### src/rtl/rtc_pkg.sv
package rtc_pkg;

    localparam int NUM_REGS = 8;

    typedef enum logic [2:0] {
        RA_SEC  = 3'd0,
        RA_MIN  = 3'd1,
        RA_HOUR = 3'd2,
        RA_DOW  = 3'd3,
        RA_DATE = 3'd4,
        RA_MON  = 3'd5,
        RA_YEAR = 3'd6,
        RA_CTRL = 3'd7
    } rtc_addr_e;

    typedef struct packed {
        logic       halt;
        logic [6:0] sec;
        logic [6:0] min;
        logic       cen_en;
        logic       cen;
        logic [5:0] hour;
        logic [2:0] dow;
        logic [5:0] date;
        logic [4:0] mon;
        logic [7:0] year;
        logic [7:0] ctrl;
    } rtc_regs_t;

    localparam rtc_regs_t RTC_RESET = '{
        halt: 1'b0, sec: 7'h00, min: 7'h00, cen_en: 1'b0, cen: 1'b0,
        hour: 6'h00, dow: 3'd1, date: 6'h01, mon: 5'h01, year: 8'h00,
        ctrl: 8'h00
    };

    // Add one to a two-digit packed BCD value.
    function automatic logic [7:0] bcd_inc(input logic [7:0] v);
        if (v[3:0] == 4'd9) return {v[7:4] + 4'd1, 4'd0};
        return {v[7:4], v[3:0] + 4'd1};
    endfunction

    // A BCD year is a multiple of 4 when an even tens digit pairs with
    // ones 0/4/8, or an odd tens digit pairs with ones 2/6.
    function automatic logic year_is_leap(input logic [7:0] y);
        if (y[4]) return (y[3:0] == 4'd2) || (y[3:0] == 4'd6);
        return (y[3:0] == 4'd0) || (y[3:0] == 4'd4) || (y[3:0] == 4'd8);
    endfunction

    function automatic logic [5:0] month_last(input logic [4:0] m,
                                              input logic [7:0] y);
        case (m)
            5'h02:                      return year_is_leap(y) ? 6'h29 : 6'h28;
            5'h04, 5'h06, 5'h09, 5'h11: return 6'h30;
            default:                    return 6'h31;
        endcase
    endfunction

    function automatic logic [7:0] reg_byte(input rtc_regs_t r,
                                            input logic [2:0] a);
        case (rtc_addr_e'(a))
            RA_SEC:  return {r.halt, r.sec};
            RA_MIN:  return {1'b0, r.min};
            RA_HOUR: return {r.cen_en, r.cen, r.hour};
            RA_DOW:  return {5'd0, r.dow};
            RA_DATE: return {2'd0, r.date};
            RA_MON:  return {3'd0, r.mon};
            RA_YEAR: return r.year;
            default: return r.ctrl;
        endcase
    endfunction

endpackage

### src/rtl/rtc_read_gate.sv
module rtc_read_gate
    import rtc_pkg::*;
#(
    parameter int HOLD_CYC = 25,
    localparam int CW = $clog2(HOLD_CYC + 1)
) (
    input  logic       clk,
    input  logic       rst,
    input  logic       rd_open,
    input  logic [2:0] rd_addr,
    input  logic       rd_step,
    input  logic       rd_close,
    input  logic       sec_tick,
    input  logic       halted,
    input  logic       time_wr,
    output logic [2:0] rd_ptr,
    output logic       advance
);

    logic          sess;
    logic          pend;
    logic [CW-1:0] win_cnt;
    logic          hold;
    logic          live_tick;

    assign hold      = sess && (rd_ptr != 3'(RA_CTRL)) && (win_cnt < CW'(HOLD_CYC));
    assign live_tick = sec_tick && !halted;
    assign advance   = !hold && !halted && !time_wr && (live_tick || pend);

    always_ff @(posedge clk) begin
        if (rst) begin
            sess    <= 1'b0;
            rd_ptr  <= 3'd0;
            win_cnt <= '0;
        end else if (rd_open) begin
            sess    <= 1'b1;
            rd_ptr  <= rd_addr;
            win_cnt <= '0;
        end else begin
            if (rd_close) sess <= 1'b0;
            if (hold) win_cnt <= win_cnt + CW'(1);
            if (rd_step) begin
                if (rd_ptr == 3'(RA_YEAR))      rd_ptr <= 3'(RA_SEC);
                else if (rd_ptr != 3'(RA_CTRL)) rd_ptr <= rd_ptr + 3'd1;
            end
        end
    end

    // One pending second at most; a tick arriving as the pending one is
    // applied stays pending for the next cycle.
    always_ff @(posedge clk) begin
        if (rst || time_wr) pend <= 1'b0;
        else if (hold)      pend <= pend || live_tick;
        else if (!halted)   pend <= pend && live_tick;
    end

    assert_hold_defers_R9: assert property (@(posedge clk) disable iff (rst)
        (hold && live_tick && !time_wr) |=> pend);

    assert_window_bound_R9: assert property (@(posedge clk) disable iff (rst)
        win_cnt <= CW'(HOLD_CYC));

    assert_release_R10: assert property (@(posedge clk) disable iff (rst)
        (pend && !hold && !halted && !time_wr && !live_tick) |=> !pend);

    assert_write_clears_R11: assert property (@(posedge clk) disable iff (rst)
        time_wr |=> !pend);

endmodule

### src/rtl/rtc_calendar.sv
module rtc_calendar
    import rtc_pkg::*;
(
    input  logic       clk,
    input  logic       rst,
    input  logic       advance,
    input  logic       wr_en,
    input  logic [2:0] wr_addr,
    input  logic [7:0] wr_data,
    output rtc_regs_t  regs
);

    rtc_regs_t nx;
    logic c_min, c_hour, c_day, c_mon, c_year, c_cen;

    always_comb begin
        nx     = regs;
        c_min  = regs.sec == 7'h59;
        c_hour = c_min && (regs.min == 7'h59);
        c_day  = c_hour && (regs.hour == 6'h23);
        c_mon  = c_day && (regs.date == month_last(regs.mon, regs.year));
        c_year = c_mon && (regs.mon == 5'h12);
        c_cen  = c_year && (regs.year == 8'h99);

        nx.sec = c_min ? 7'h00 : 7'(bcd_inc({1'b0, regs.sec}));
        if (c_min)  nx.min  = c_hour ? 7'h00 : 7'(bcd_inc({1'b0, regs.min}));
        if (c_hour) nx.hour = c_day ? 6'h00 : 6'(bcd_inc({2'b0, regs.hour}));
        if (c_day) begin
            nx.dow  = (regs.dow == 3'd7) ? 3'd1 : regs.dow + 3'd1;
            nx.date = c_mon ? 6'h01 : 6'(bcd_inc({2'b0, regs.date}));
        end
        if (c_mon)  nx.mon  = c_year ? 5'h01 : 5'(bcd_inc({3'b0, regs.mon}));
        if (c_year) nx.year = c_cen ? 8'h00 : bcd_inc(regs.year);
        if (c_cen && regs.cen_en) nx.cen = !regs.cen;
    end

    always_ff @(posedge clk) begin
        if (rst) begin
            regs <= RTC_RESET;
        end else begin
            if (advance) regs <= nx;
            if (wr_en) begin
                case (rtc_addr_e'(wr_addr))
                    RA_SEC:  {regs.halt, regs.sec} <= wr_data;
                    RA_MIN:  regs.min <= wr_data[6:0];
                    RA_HOUR: {regs.cen_en, regs.cen, regs.hour} <= wr_data;
                    RA_DOW:  regs.dow <= wr_data[2:0];
                    RA_DATE: regs.date <= wr_data[5:0];
                    RA_MON:  regs.mon <= wr_data[4:0];
                    RA_YEAR: regs.year <= wr_data;
                    default: regs.ctrl <= wr_data;
                endcase
            end
        end
    end

    assert_sec_moves_R2: assert property (@(posedge clk) disable iff (rst)
        (advance && !wr_en) |=> (regs.sec != $past(regs.sec)));

    assert_century_only_at_rollover_R5: assert property (@(posedge clk) disable iff (rst)
        (!(wr_en && wr_addr == 3'(RA_HOUR)) && !(advance && regs.year == 8'h99))
        |=> $stable(regs.cen));

endmodule

### src/rtl/bcd_rtc.sv
module bcd_rtc
    import rtc_pkg::*;
#(
    parameter int HOLD_CYC = 25
) (
    input  logic       clk,
    input  logic       rst,
    input  logic       sec_tick,
    input  logic       wr_en,
    input  logic [2:0] wr_addr,
    input  logic [7:0] wr_data,
    input  logic       rd_open,
    input  logic [2:0] rd_addr,
    input  logic       rd_step,
    input  logic       rd_close,
    output logic [7:0] rd_data
);

    rtc_regs_t  regs;
    logic [2:0] rd_ptr;
    logic       advance;
    logic       time_wr;

    assign time_wr = wr_en && (wr_addr != 3'(RA_CTRL));

    rtc_read_gate #(.HOLD_CYC(HOLD_CYC)) u_gate (
        .clk      (clk),
        .rst      (rst),
        .rd_open  (rd_open),
        .rd_addr  (rd_addr),
        .rd_step  (rd_step),
        .rd_close (rd_close),
        .sec_tick (sec_tick),
        .halted   (regs.halt),
        .time_wr  (time_wr),
        .rd_ptr   (rd_ptr),
        .advance  (advance)
    );

    rtc_calendar u_cal (
        .clk     (clk),
        .rst     (rst),
        .advance (advance),
        .wr_en   (wr_en),
        .wr_addr (wr_addr),
        .wr_data (wr_data),
        .regs    (regs)
    );

    assign rd_data = reg_byte(regs, rd_ptr);

    assert_halt_freezes_R6: assert property (@(posedge clk) disable iff (rst)
        (regs.halt && !wr_en) |=> $stable(regs));

endmodule

### config.mk
export PLATFORM = sky130hd
export DESIGN_NAME = bcd_rtc
export DESIGN_NICKNAME = d
export VERILOG_FILES = /design/src/rtl/rtc_pkg.sv /design/src/rtl/rtc_read_gate.sv /design/src/rtl/rtc_calendar.sv /design/src/rtl/bcd_rtc.sv
export SDC_FILE = /design/constraint.sdc
export NUM_CORES = 1
export LEC_CHECK = 0
export CAP_MARGIN = 20
export CORE_MARGIN = 2
export CORE_UTILIZATION = 35
export DETAILED_ROUTE_END_ITERATION = 10
export DONT_BUFFER_PORTS = 1
export PLACE_DENSITY = 0.46
export SYNTH_ARGS = -nofsm -noshare
export SYNTH_HDL_FRONTEND = slang
export SYNTH_SLANG_ARGS = --single-unit
### constraint.sdc
create_clock -name clk -period 4.1 [get_ports clk]
set_input_delay 0.82 -clock clk [delete_from_list [all_inputs] [get_ports clk]]
set_output_delay 0.82 -clock clk [all_outputs]
set_load 0.05 [all_outputs]
# After elaboration in Yosys (flattened, before gate mapping)
# Cells that the tools add are included.
[op_classes]
add_sub_neg = 15
order_cmp = 1
n_eq_ne = 37
muxes = 62
n_reduce_logical = 33
[ops]
columns = ["op", "count"]
rows = [
  ["$mux W8", 8],
  ["$mux W7", 8],
  ["$pmux W8 S7", 1],
  ["$mux W53", 1],
  ["$mux W52", 1],
  ["$mux W6", 8],
  ["$add A4 B1 Y4 const B", 7],
  ["$eq A4 B4 Y1 const B", 7],
  ["$mux W5", 5],
  ["$mux W1", 22],
  ["$eq A3 B3 Y1 const B", 7],
  ["$mux W3", 6],
  ["$eq A7 B7 Y1 const B", 2],
  ["$logic_and A1 B1 Y1", 14],
  ["$add A3 B1 Y3 const B", 4],
  ["$eq A3 B2 Y1 const B", 4],
  ["$pmux W6 S2", 1],
  ["$eq A5 B3 Y1 const B", 2],
  ["$eq A5 B5 Y1 const B", 2],
  ["$mux W9", 1],
  ["$eq A4 B3 Y1 const B", 2],
  ["$eq A8 B8 Y1 const B", 1],
  ["$reduce_or A7 Y1", 1],
  ["$eq A3 B1 Y1 const B", 2],
  ["other kinds (20)", 31],
]
[totals]
register_bits = 63
inputBits = 21
output_inout_bits = 8

# Logic depth before layout (Yosys ltp)
# Gate-level depths: netlist of the first run.
[logic_depth]
depth_word = 17
mapped_depth = 13
ltp_nobuf = 10

# By module
# From an unflattened synthesis of the first run, not the netlist that was laid out.
[unflattened]
cells_unflattened = 579
hier_area_um2 = 4430.5
[by_module_without_submodules]
columns = ["mod", "instances", "cells_each", "area_each_um2"]
rows = [
  ["rtc_calendar", 1, 434, 3339.5],
  ["rtc_read_gate", 1, 61, 548.0],
  ["bcd_rtc", 1, 84, 543.0],
]

# Worst setup path after synthesis of the first run
# No wires, ideal clock.
[synth_path]
kind = "register to output"
startpoint = "register u_gate.rd_ptr[1]"
endpoint = "output rd_data[7]"
arrival_ns = 2.373
path_slack_ns = 0.907
stages_incl_launch_ff = 7
n_path_buf = 2
path_cell_list = "dfxtp_1 > clkbuf_1 > clkbuf_1 > mux2i_1 > nor2_1 > a31oi_1 > o21ai_0"
[synth_between]
elab_chain_len = 2
elab_cells_between_ends = 8
cone_classes = "eq/ne (6); mux (1); reduce/logical (1)"
[synth_rtl]
columns = ["item", "line", "rtl"]
rows = [
  ["start: declaration", "rtc_read_gate.sv:16", "output logic [2:0] rd_ptr,"],
  ["start signal: assignment", "rtc_read_gate.sv:37", "rd_ptr <= rd_addr;"],
  ["start signal: assignment", "rtc_read_gate.sv:43", "if (rd_ptr == 3'(RA_YEAR)) rd_ptr <= 3'(RA_SEC);"],
  ["start signal: assignment", "rtc_read_gate.sv:44", "else if (rd_ptr != 3'(RA_CTRL)) rd_ptr <= rd_ptr + 3'd1;"],
  ["$eq A3 B3 Y1 (tied with other cells)", "rtc_pkg.sv:60", "case (rtc_addr_e'(a))"],
  ["$pmux W8 S7 *", "rtc_pkg.sv:60", ""],
  ["end: declaration", "bcd_rtc.sv:16", "output logic [7:0] rd_data"],
]
# Every way passes the cells marked *; elsewhere a longest branch is shown, timed or not.

# Final worst setup path of the first run
[layout_path]
startpoint = "register u_gate.rd_ptr[0]"
endpoint = "output rd_data[1]"
# Same word-level chain as after synthesis.

==> flow_summary_export.csv, run 1 <==
group,metric,value,unit
min_path,hp-start,"u_cal.regs[0]$_SDFFE_PP0P_",
route,drtPass1Iterations,9,
sta,fmax,311,MHz
layout,final_util,0.399,
grt,grt_util_all_layers,0.220,
min_path,holdCritPathClass,"reg2reg",
sta,maxSlewViolCount,0,
placement,gp_congestion,0.816,
logic_synthesis,synth_top_cell_area_share,0.302,
layout,diodes,0,
placement,post-place-cells,674,
sta,tightest_slew,1.07,ns
route,drc_errors,3,
logic_synthesis,yosys.area.top_type,"dfxtp_1",
sta,hold_slack,0.450,ns
worst_setup_path,r2r-start,"u_cal.regs[17]$_SDFF_PP0_",
placement,portBuffers,0,
logic_synthesis,syn-instance-count,556,
power,p_total,1.63,mW
floorplan,core,0.0115,mm2
worst_setup_path,worstRegToRegCells,7,
grt,grt_pass1_wl,21.5,mm
logic_synthesis,seq_area_frac_synth,0.302,
min_path,holdPathStages,2,
clock_tree,ctsHoldBuffers,0,
route,vias_per_cell,5.76,
outcome,violations,"DRC",
logic_synthesis,synth-edff-count,0,
grt,grt_antenna_before_repair,0,
grt,grt_start_max_net_pins,59,
outcome,outcome,"complete, but fails checks",
sta,min_period,3.21,ns
sta,fin_ws,0.886,ns
sta,slew-limit-headroom,0.283,
logic_synthesis,yosysMostFrequentCell,"nor2_1",
grt,grt_pass1_vias,3799,
floorplan,die-area,0.0128,mm2
logic_synthesis,synthDistinctLibCells,59,
power,ir_drop,0.179,mV
worst_setup_path,reg2reg_slack,0.97,ns
clock_tree,clock_latency,0.34,ns
sta,finalSetupViolations,0,
worst_setup_path,cp-start-kind,"flip-flop",
logic_synthesis,ys.warnings.count,0,
clock_tree,cts_buffers,9,
layout,stdcell_area,0.00459,mm2
clock_tree,root_buffer,"clkbuf_16",
layout,fin_cells,690,
logic_synthesis,syn_area,0.00418,mm2
clock_tree,clk_pin_slew_worst_paths,0.06,ns
power,p_leak,1.64,nW
min_path,worstHoldEndpoint,"u_cal.regs[0]$_SDFFE_PP0P_",
route,wirelength,13.5,mm
sta,final_hold_viol_count,0,
floorplan,rows,39,
clock_tree,cts_resized,0,
worst_setup_path,critPathArrivalTime,2.39,ns
worst_setup_path,critPathKind,"reg2out",
job,max_cap_viol_count,0,
logic_synthesis,synth_flop_cell,"dfxtp_1",
layout,layout.nets,583,
placement,dp_hpwl,9.62,mm
clock_tree,cts_max_path_buffers,2,
clock_tree,postCtsSetupBuffers,0,
logic_synthesis,synth.area.top_cells,"dfxtp_1, nor2_1, nand2_1, ha_1, mux2i_1",
sta,fin_worst_skew,0.00499,ns
clock_tree,cts_tree,"done",
floorplan,io_pins,29,
placement,pre_cts_slack,1.01,ns
layout,drive_gt1_frac,0.0622,
worst_setup_path,crit_path_end_kind,"output port",
logic_synthesis,syn_nets,597,
sta,rsz0062_at_grt,"false",
logic_synthesis,synth_area_per_cell,7.51,um2
grt,gr-total-overflow,0,
logic_synthesis,async_reset_ff_frac,0,
floorplan,die_height,113,um
route,drt-initial-drc-count,354,
clock_tree,cts_max_level,3,
worst_setup_path,worst-path-max-fanout,18,
logic_synthesis,yosys-top-cells-count,"nor2_1, nand2_1, dfxtp_1, a21oi_1, o21ai_0",
logic_synthesis,ys_ff_latch,63,
placement,placed_area,0.00429,mm2
sta,setup_tns,0,ns
worst_setup_path,required,3.28,ns
worst_setup_path,r2r_end,"u_cal.regs[14]$_SDFF_PP0_",
sta,period_share,0.784,
clock_tree,cts_sinks,63,
power,pwr_density_cell,356,mW/mm2
route,wire_per_inst,19.5,um
floorplan,start_util,0.363,
layout,num-fill-cells,1197,
route,vias,3975,
route,antenna_left,0,
floorplan,die_width,113,um
layout,area_growth,9.98,%
## layer usage
layer  vias up  track usage  share of wire
li1       1980            -              -
met1      1893        0.324           0.51
met2        93        0.321           0.42
met3         9       0.0487          0.065
met4         0       0.0618          0.012
met5         -            0              0
## worst max-delay path, cell delays in order, from the launching register on
cell	delay [ns]
dfxtp_1	0.33
buf_4	0.24
nor2b_1	0.42
a22oi_1	0.21
o221ai_1	0.32
o21ai_0	0.14
nand2_1	0.37
## power breakdown
part / switching (mW) / leakage [nW] / internal [mW]
logic: 0.110 / 0.988 / 0.0654
clock network: 0.305 / 0.144 / 0.484
registers: 0.0344 / 0.512 / 0.635
## cell type report
class	count	area, um2	share of cell area
multi-input cells	434	2690	0.585
flip-flops and latches	63	1260	0.275
clock buffers	10	239	0.0520
well taps	143	179	0.0390
inverters	24	90.1	0.0196
repair buffers	10	75.1	0.0163
clock inverters	6	60.1	0.0131
## worst max path at each step
stage	endpoint	slack (ns)	cells past startpoint	start
after detailed placement	u_cal.regs[14]$_SDFF_PP0_	1.01	7	u_cal.regs[17]$_SDFF_PP0_
final	rd_data[1]	0.89	6	u_gate.rd_ptr[0]$_SDFFE_PP0P_
after CTS	rd_data[0]	0.83	7	u_gate.rd_ptr[1]$_SDFFE_PP0P_
after global placement	u_cal.regs[14]$_SDFF_PP0_	1.04	7	u_cal.regs[17]$_SDFF_PP0_
after floorplan	rd_data[7]	0.91	6	u_gate.rd_ptr[1]$_SDFFE_PP0P_
after global routing	rd_data[0]	0.66	6	u_gate.rd_ptr[2]$_SDFFE_PP0P_
## state kept, by name, indices dropped and copies added (netlist names)
register and cells:
u_gate.pend 1, u_gate.sess 1, u_cal.regs 53, u_gate.rd_ptr 3, u_gate.win_cnt 5
## cell usage in the layout, fill, tap and decap left out, drive strengths merged, types with 12 or more instances in the layout
cell,count
nor2,71
mux2i,22
inv,24
nor3,16
nand3,22
dfxtp,63
a211oi,17
o21ai,31
ha,20
a21oi,32
nand2,68
a31oi,12
## cell families after synthesis
group,share of synthesized area
adder cells (fa/ha/maj),0.0599
AO/OA/AOI/OAI,0.221
flip-flops,0.302
multiplexers,0.0608
XOR/XNOR,0.0252
buffers and inverters,0.0557
AND/OR/NAND/NOR,0.275
Power figures use the tool's default switching activity.
==> run 2, diff against run 1 <==
--- a/config.mk
+++ b/config.mk
@@ -10,7 +10,7 @@
 export CORE_UTILIZATION = 35
 export DETAILED_ROUTE_END_ITERATION = 10
 export DONT_BUFFER_PORTS = 1
-export PLACE_DENSITY = 0.46
+export PLACE_DENSITY = 0.48
 export SYNTH_ARGS = -nofsm -noshare
 export SYNTH_HDL_FRONTEND = slang
 export SYNTH_SLANG_ARGS = --single-unit
==> constraint.sdc (replaced) <==
create_clock -name clk -period 2.8 [get_ports clk]
set_input_delay 0.56 -clock clk [delete_from_list [all_inputs] [get_ports clk]]
set_output_delay 0.56 -clock clk [all_outputs]
set_load 0.05 [all_outputs]
==> run 2 against run 1 <==
  * The flow still finishes with violations (DRC)
  * Register-to-register slack worse by 0.81 ns
  * Combinational power grew 74%
  * Die area unchanged
  * Clock skew is 0.0034 ns higher
  * Sequential share of layout area is 1.6 points lower
  * Sequential cell count unchanged
  * Worst setup slack worse by 0.73 ns
  * Routed wire length is 4.7% higher
  * Worst hold slack got worse by 0.17 ns
  * Sequential power is 45% higher
  * Largest cell class unchanged
  * Largest power group unchanged
  * Highest routed layer unchanged
==> flow_summary_export.csv, run 2 (same netlist as run 1, synthesis figures left out) <==
group,metric,value,unit
worst_setup_path,worst-path-buf-inv,1,
sta,fmax,379,MHz
clock_tree,cts_max_path_buffers,2,
grt,grt_start_max_net_pins,59,
worst_setup_path,cp-start-kind,"flip-flop",
power,pwr_density_cell,534,mW/mm2
clock_tree,clock_latency,0.35,ns
worst_setup_path,crit_cells,9,
layout,largest_register,"u_cal.regs",
placement,dp_hpwl,10.1,mm
job,max_cap_viol_count,0,
layout,most-common-layout-cells,"nor2_1, nand2_1, dfxtp_1, a21oi_1, o21ai_0",
worst_setup_path,crit_path_end_kind,"flip-flop",
grt,gr-total-overflow,0,
layout,diodes,0,
sta,maxSlewViolCount,0,
layout,mostFrequentLayoutCell,"nor2_1",
clock_tree,cts_sinks,63,
clock_tree,root_buffer,"clkbuf_16",
layout,num-fill-cells,1205,
layout,drive_gt1_frac,0.102,
worst_setup_path,critPathKind,"reg2reg",
grt,grt_antenna_before_repair,0,
route,drc_errors,2,
power,ir_drop,0.249,mV
worst_setup_path,reg2reg_slack,0.16,ns
floorplan,rows,39,
grt,grt_util_all_layers,0.226,
sta,period_share,0.943,
placement,pre_cts_slack,0.0872,ns
layout,layout.nets,602,
floorplan,io_pins,29,
layout,reg_top3,"u_cal.regs: 53 flops, u_gate.win_cnt: 5 flops, u_gate.rd_ptr: 3 flops",
route,drtPass1Iterations,8,
route,antenna_left,0,
layout,multi_input_area,0.00273,mm2
grt,grt.busiest_layer,"met2",
worst_setup_path,r2r-start,"u_gate.rd_ptr[1]$_SDFFE_PP0P_",
layout,seq_area,0.00126,mm2
clock_tree,clk_pin_slew_worst_paths,0.06,ns
worst_setup_path,worstRegToRegCells,9,
worst_setup_path,slowest_delay,0.44,ns
power,p_leak,1.78,nW
worst_setup_path,required,3.05,ns
layout,stdcell_area,0.00488,mm2
route,drt-initial-drc-count,357,
clock_tree,cts_max_level,3,
grt,use_met3,0.0493,
min_path,holdCritPathClass,"in2reg",
worst_setup_path,critPathArrivalTime,2.89,ns
outcome,violations,"DRC",
grt,grt_pass1_vias,3904,
floorplan,start_util,0.363,
placement,placed_area,0.00449,mm2
clock_tree,cts_buffers,9,
min_path,hp-start,"rd_open",
sta,min_period,2.64,ns
grt,grt_pass1_wl,22.1,mm
layout,final_util,0.423,
floorplan,die-area,0.0128,mm2
floorplan,core,0.0115,mm2
layout,fin_cells,709,
route,wirelength,14.1,mm
layout,area_growth,16.8,%
sta,tightest_slew,0.627,ns
worst_setup_path,worst-path-max-fanout,5,
floorplan,die_height,113,um
route,vias_per_cell,5.88,
power,p_total,2.60,mW
worst_setup_path,crit_chain,"nand2_1 -> inv_1 -> ha_1 -> nor2b_1 -> a21o_1 -> or3_1 -> or3_1 -> o32a_1 -> a211oi_1",
layout,largest_register_ff_count,53,
route,vias,4166,
route,wire_per_inst,19.9,um
min_path,worstHoldEndpoint,"u_gate.win_cnt[0]$_SDFFE_PP0P_",
sta,finalSetupViolations,0,
worst_setup_path,cpMostUsedCell,"or3_1",
worst_setup_path,path_delay_family,"simple AND/OR/NAND/NOR gates",
grt,grt_use_met2,0.352,
placement,post-place-cells,693,
grt,grt.met1_usage,0.315,
worst_setup_path,r2r_end,"u_cal.regs[35]$_SDFF_PP0_",
floorplan,die_width,113,um
worst_setup_path,critPathSlowestCell,"or3_1",
clock_tree,cts_tree,"done",
sta,slew-limit-headroom,0.580,
placement,gp_congestion,0.872,
sta,final_hold_viol_count,0,
min_path,holdPathStages,1,
sta,fin_ws,0.159,ns
sta,fin_worst_skew,0.00840,ns
outcome,outcome,"complete, but fails checks",
placement,portBuffers,0,
## run 2: area by class of cell
type                       count  share of cell area
multi-input combinational    434               0.559
sequential                    63               0.259
timing repair buffer          29              0.0557
clock buffer                   9              0.0462
tap                          143              0.0367
clock inverter                 7              0.0249
inverter                      24              0.0185
## run 2: worst max path at each step
| stage | start | end | slack [ns] |
|---|---|---|---|
| 3_3_place_gp | u_cal.regs[16]$_SDFF_PP1_ | u_cal.regs[14]$_SDFF_PP0_ | 0.18 |
| 4_1_cts | u_gate.rd_ptr[1]$_SDFFE_PP0P_ | rd_data[0] | 0.03 |
| 6_report | u_gate.rd_ptr[1]$_SDFFE_PP0P_ | u_cal.regs[35]$_SDFF_PP0_ | 0.16 |
| 3_5_place_dp | u_cal.regs[16]$_SDFF_PP1_ | u_cal.regs[14]$_SDFF_PP0_ | 0.09 |
| 2_1_floorplan | u_gate.rd_ptr[1]$_SDFFE_PP0P_ | rd_data[7] | 0.02 |
| 5_1_grt | u_gate.rd_ptr[1]$_SDFFE_PP0P_ | u_cal.regs[33]$_SDFF_PP0_ | -0.004 |
## run 2: timing repair
| item | 4_1_cts | 5_1_grt |
|---|---|---|
| resized for setup | 1 | 9 |
| setup buffers | 0 | 0 |
| pin swaps | 0 | 1 |
| endpoints found under the setup margin | 2 | 8 |
| hold buffers | 0 | 0 |
## run 2: where the power goes
group	total (mW)	internal [mW]	switching [mW]
combinational	0.307	0.125	0.182
clock	1.33	0.871	0.458
sequential	0.969	0.930	0.0390
## run 2: metal layers
| layer | up-vias | wire length (um) |
|---|---|---|
| met5 | - | 0 |
| met4 | 0 | 231 |
| met3 | 17 | 927 |
| met2 | 125 | 6300 |
| met1 | 1997 | 6630 |
| li1 | 2027 | - |
## run 2: through the flow
stage / TNS [ns] / hold WS, ns
after global placement: 0 / 0.436
after CTS: 0 / 0.269
final: 0 / 0.282
after floorplan: 0 / 0.433
after global routing: -0.00418 / 0.269
after detailed placement: 0 / 0.441
## run 2: worst register-to-register path, cell delays in order, from the launching register on
cell	delay, ns
dfxtp_1	0.35
nand2_1	0.11
inv_1	0.11
ha_1	0.21
nor2b_1	0.09
a21o_1	0.24
or3_1	0.45
or3_1	0.43
o32a_1	0.31
a211oi_1	0.26
==> run 3, diff against run 2 <==
--- a/config.mk
+++ b/config.mk
@@ -10,7 +10,8 @@
 export CORE_UTILIZATION = 35
 export DETAILED_ROUTE_END_ITERATION = 10
 export DONT_BUFFER_PORTS = 1
-export PLACE_DENSITY = 0.48
+export GPL_TIMING_DRIVEN = 0
+export PLACE_DENSITY_LB_ADDON = 0.08
 export SYNTH_ARGS = -nofsm -noshare
 export SYNTH_HDL_FRONTEND = slang
 export SYNTH_SLANG_ARGS = --single-unit
==> run 3 against run 2 <==
  * The flow still finishes with violations (DRC)
  * Clock power down 17%
  * Fmax fell by 3.2%
  * Cell count rose by 2.7%
  * Clock skew is essentially flat
  * Clock-buffer cell count is 5 higher
  * Non-clock buffer count rose by 21
  * Sequential cell count did not move
  * Critical path type is now reg2out
  * Highest routed layer unchanged
==> flow_summary_export.csv, run 3 (same netlist as run 1, synthesis figures left out) <==
group,metric,value,unit
worst_setup_path,crit_path_end_kind,"output port",
grt,gr-total-overflow,0,
route,antenna_left,0,
layout,most-common-layout-cells,"nor2_1, nand2_1, dfxtp_1, a21oi_1, o21ai_0",
sta,period_share,0.975,
power,switching_power,0.676,mW
power,p_int,1.74,mW
clock_tree,cts_buffers,9,
route,wire_per_inst,20.3,um
layout,mostFrequentLayoutCell,"nor2_1",
placement,portBuffers,0,
worst_setup_path,slowest_delay,0.83,ns
layout,reg_top3,"u_cal.regs: 53 flops, u_gate.win_cnt: 5 flops, u_gate.rd_ptr: 3 flops",
worst_setup_path,worst-path-max-fanout,9,
sta,min_period,2.73,ns
grt,grt_start_max_net_pins,11,
sta,final_hold_viol_count,0,
power,p_total,2.42,mW
grt,grt_util_all_layers,0.236,
worst_setup_path,path_delay_family,"compound AO/OA/AOI/OAI gates",
min_path,holdCritPathClass,"in2reg",
sta,fin_worst_skew,0.00864,ns
layout,final_util,0.433,
power,switching_share,0.279,
clock_tree,ctsHoldBuffers,0,
worst_setup_path,critPathSlowestCell,"o211ai_1",
route,drc_errors,3,
placement,gp_congestion,0.861,
grt,grt_pass1_wl,22.9,mm
outcome,violations,"DRC",
floorplan,die_width,113,um
power,p_leak,1.79,nW
power,pwr_density_cell,485,mW/mm2
power,comb_power_share,0.143,
sta,rsz0062_at_grt,"true",
placement,dp_hpwl,10.7,mm
floorplan,io_pins,29,
clock_tree,clk_pin_slew_worst_paths,0.06,ns
layout,largest_register_ff_count,53,
floorplan,core,0.0115,mm2
grt,grt_pass1_vias,4058,
sta,finalSetupViolations,0,
clock_tree,root_buffer,"clkbuf_16",
job,max_cap_viol_count,0,
layout,stdcell_area,0.00499,mm2
placement,placed_area,0.00437,mm2
floorplan,die_height,113,um
clock_tree,cts_sinks,63,
layout,diodes,0,
route,drt-initial-drc-count,305,
worst_setup_path,cp-start-kind,"flip-flop",
layout,layout.nets,623,
layout,largest_register,"u_cal.regs",
worst_setup_path,worst-path-buf-inv,2,
power,power_frac_clock,0.455,
sta,tightest_slew,1.03,ns
route,vias,4247,
outcome,outcome,"complete, but fails checks",
clock_tree,clock_latency,0.34,ns
sta,slew-limit-headroom,0.308,
layout,area_growth,19.5,%
floorplan,rows,39,
worst_setup_path,crit_chain,"clkbuf_4 -> inv_1 -> ha_4 -> o211ai_1",
grt,grt_antenna_before_repair,0,
clock_tree,cts_tree,"done",
clock_tree,cts_max_path_buffers,2,
power,ir_drop,0.257,mV
route,wirelength,14.8,mm
route,vias_per_cell,5.83,
route,drtPass1Iterations,8,
power,seqPwrFrac,0.403,
worst_setup_path,required,2.24,ns
floorplan,start_util,0.363,
sta,maxSlewViolCount,0,
floorplan,die-area,0.0128,mm2
worst_setup_path,critPathKind,"reg2out",
sta,fmax,366,MHz
layout,drive_gt1_frac,0.130,
clock_tree,cts_max_level,3,
worst_setup_path,critPathArrivalTime,2.17,ns
-- run 3: cell count changes in the layout (fill, tap and decap cells not counted), sizes merged --
cell      before  now
bufinv         3    0
clkbuf         9   36
buf           29   28
clkinvlp       3    0
clkinv         1    0
-- run 3: worst register-to-register path: stages (launching register included) --
cell,delay [ns]
dfxtp_1,0.31
buf_6,0.14
or4b_4,0.52
or3_1,0.41
a311oi_4,0.32
buf_4,0.24
nand2_1,0.19
mux2i_1,0.17
a221oi_1,0.31
-- run 3: final timing paths --
path | startpoint | endpoint | slack [ns] | cells past startpoint
max reg2reg | u_cal.regs[18]$_SDFF_PP0_ | u_cal.regs[19]$_SDFF_PP0_ | 0.08 | 8
max | u_gate.rd_ptr[2]$_SDFFE_PP0P_ | rd_data[2] | 0.07 | 4
min | wr_data[6] | u_cal.regs[6]$_SDFFE_PP0P_ | 0.35 | 2
min reg2reg | u_cal.regs[7]$_SDFFE_PP0P_ | u_cal.regs[7]$_SDFFE_PP0P_ | 0.46 | 2
-- run 3: through the flow --
step / setup TNS, ns / worst slack, ns / hold slack [ns] / instances
2_1_floorplan: 0 / 0.0174 / 0.433 / 556
3_3_place_gp: -9.66 / -0.505 / 0.444 / 699
3_5_place_dp: -9.74 / -0.565 / 0.447 / 700
4_1_cts: -0.00174 / -0.00174 / 0.343 / 714
5_1_grt: -0.0234 / -0.0114 / 0.352 / 728
6_report: 0 / 0.0712 / 0.350 / 728
-- run 3: metal layers --
metal / share of wire / vias to the layer above / GRT usage / wire, um
li1: - / 2064 / - / -
met1: 0.47 / 2049 / 0.332 / 7000
met2: 0.44 / 120 / 0.354 / 6510
met3: 0.073 / 14 / 0.0755 / 1080
met4: 0.012 / 0 / 0.0528 / 180
met5: 0 / - / 0 / 0
-- run 3: power by group through the flow --
stage | Clock [mW] | Sequential (mW) | Combinational, mW
6_report | 1.10 | 0.974 | 0.346
5_1_grt | 1.16 | 0.978 | 0.378
4_1_cts | 1.12 | 0.970 | 0.314
3_5_place_dp | 0 | 0.988 | 0.302
3_3_place_gp | 0 | 0.988 | 0.298
2_1_floorplan | 0 | 0.972 | 0.231
-- run 3: timing repair --
item / CTS / global route
endpoints found under the setup margin: 42 / 28
buffers inserted: 2 / 14
pin swaps: 4 / 7
gates resized for setup: 27 / 33
-- run 3: final cells by class --
cell class                      count  area [um2]
Buffer                             33         170
Sequential cell                    63        1270
Inverter                           24        92.6
Timing Repair Buffer               17         153
Fill cell                        1204        6530
Tap cell                          143         179
Multi-Input combinational cell    434        2850
Clock buffer                       14         284
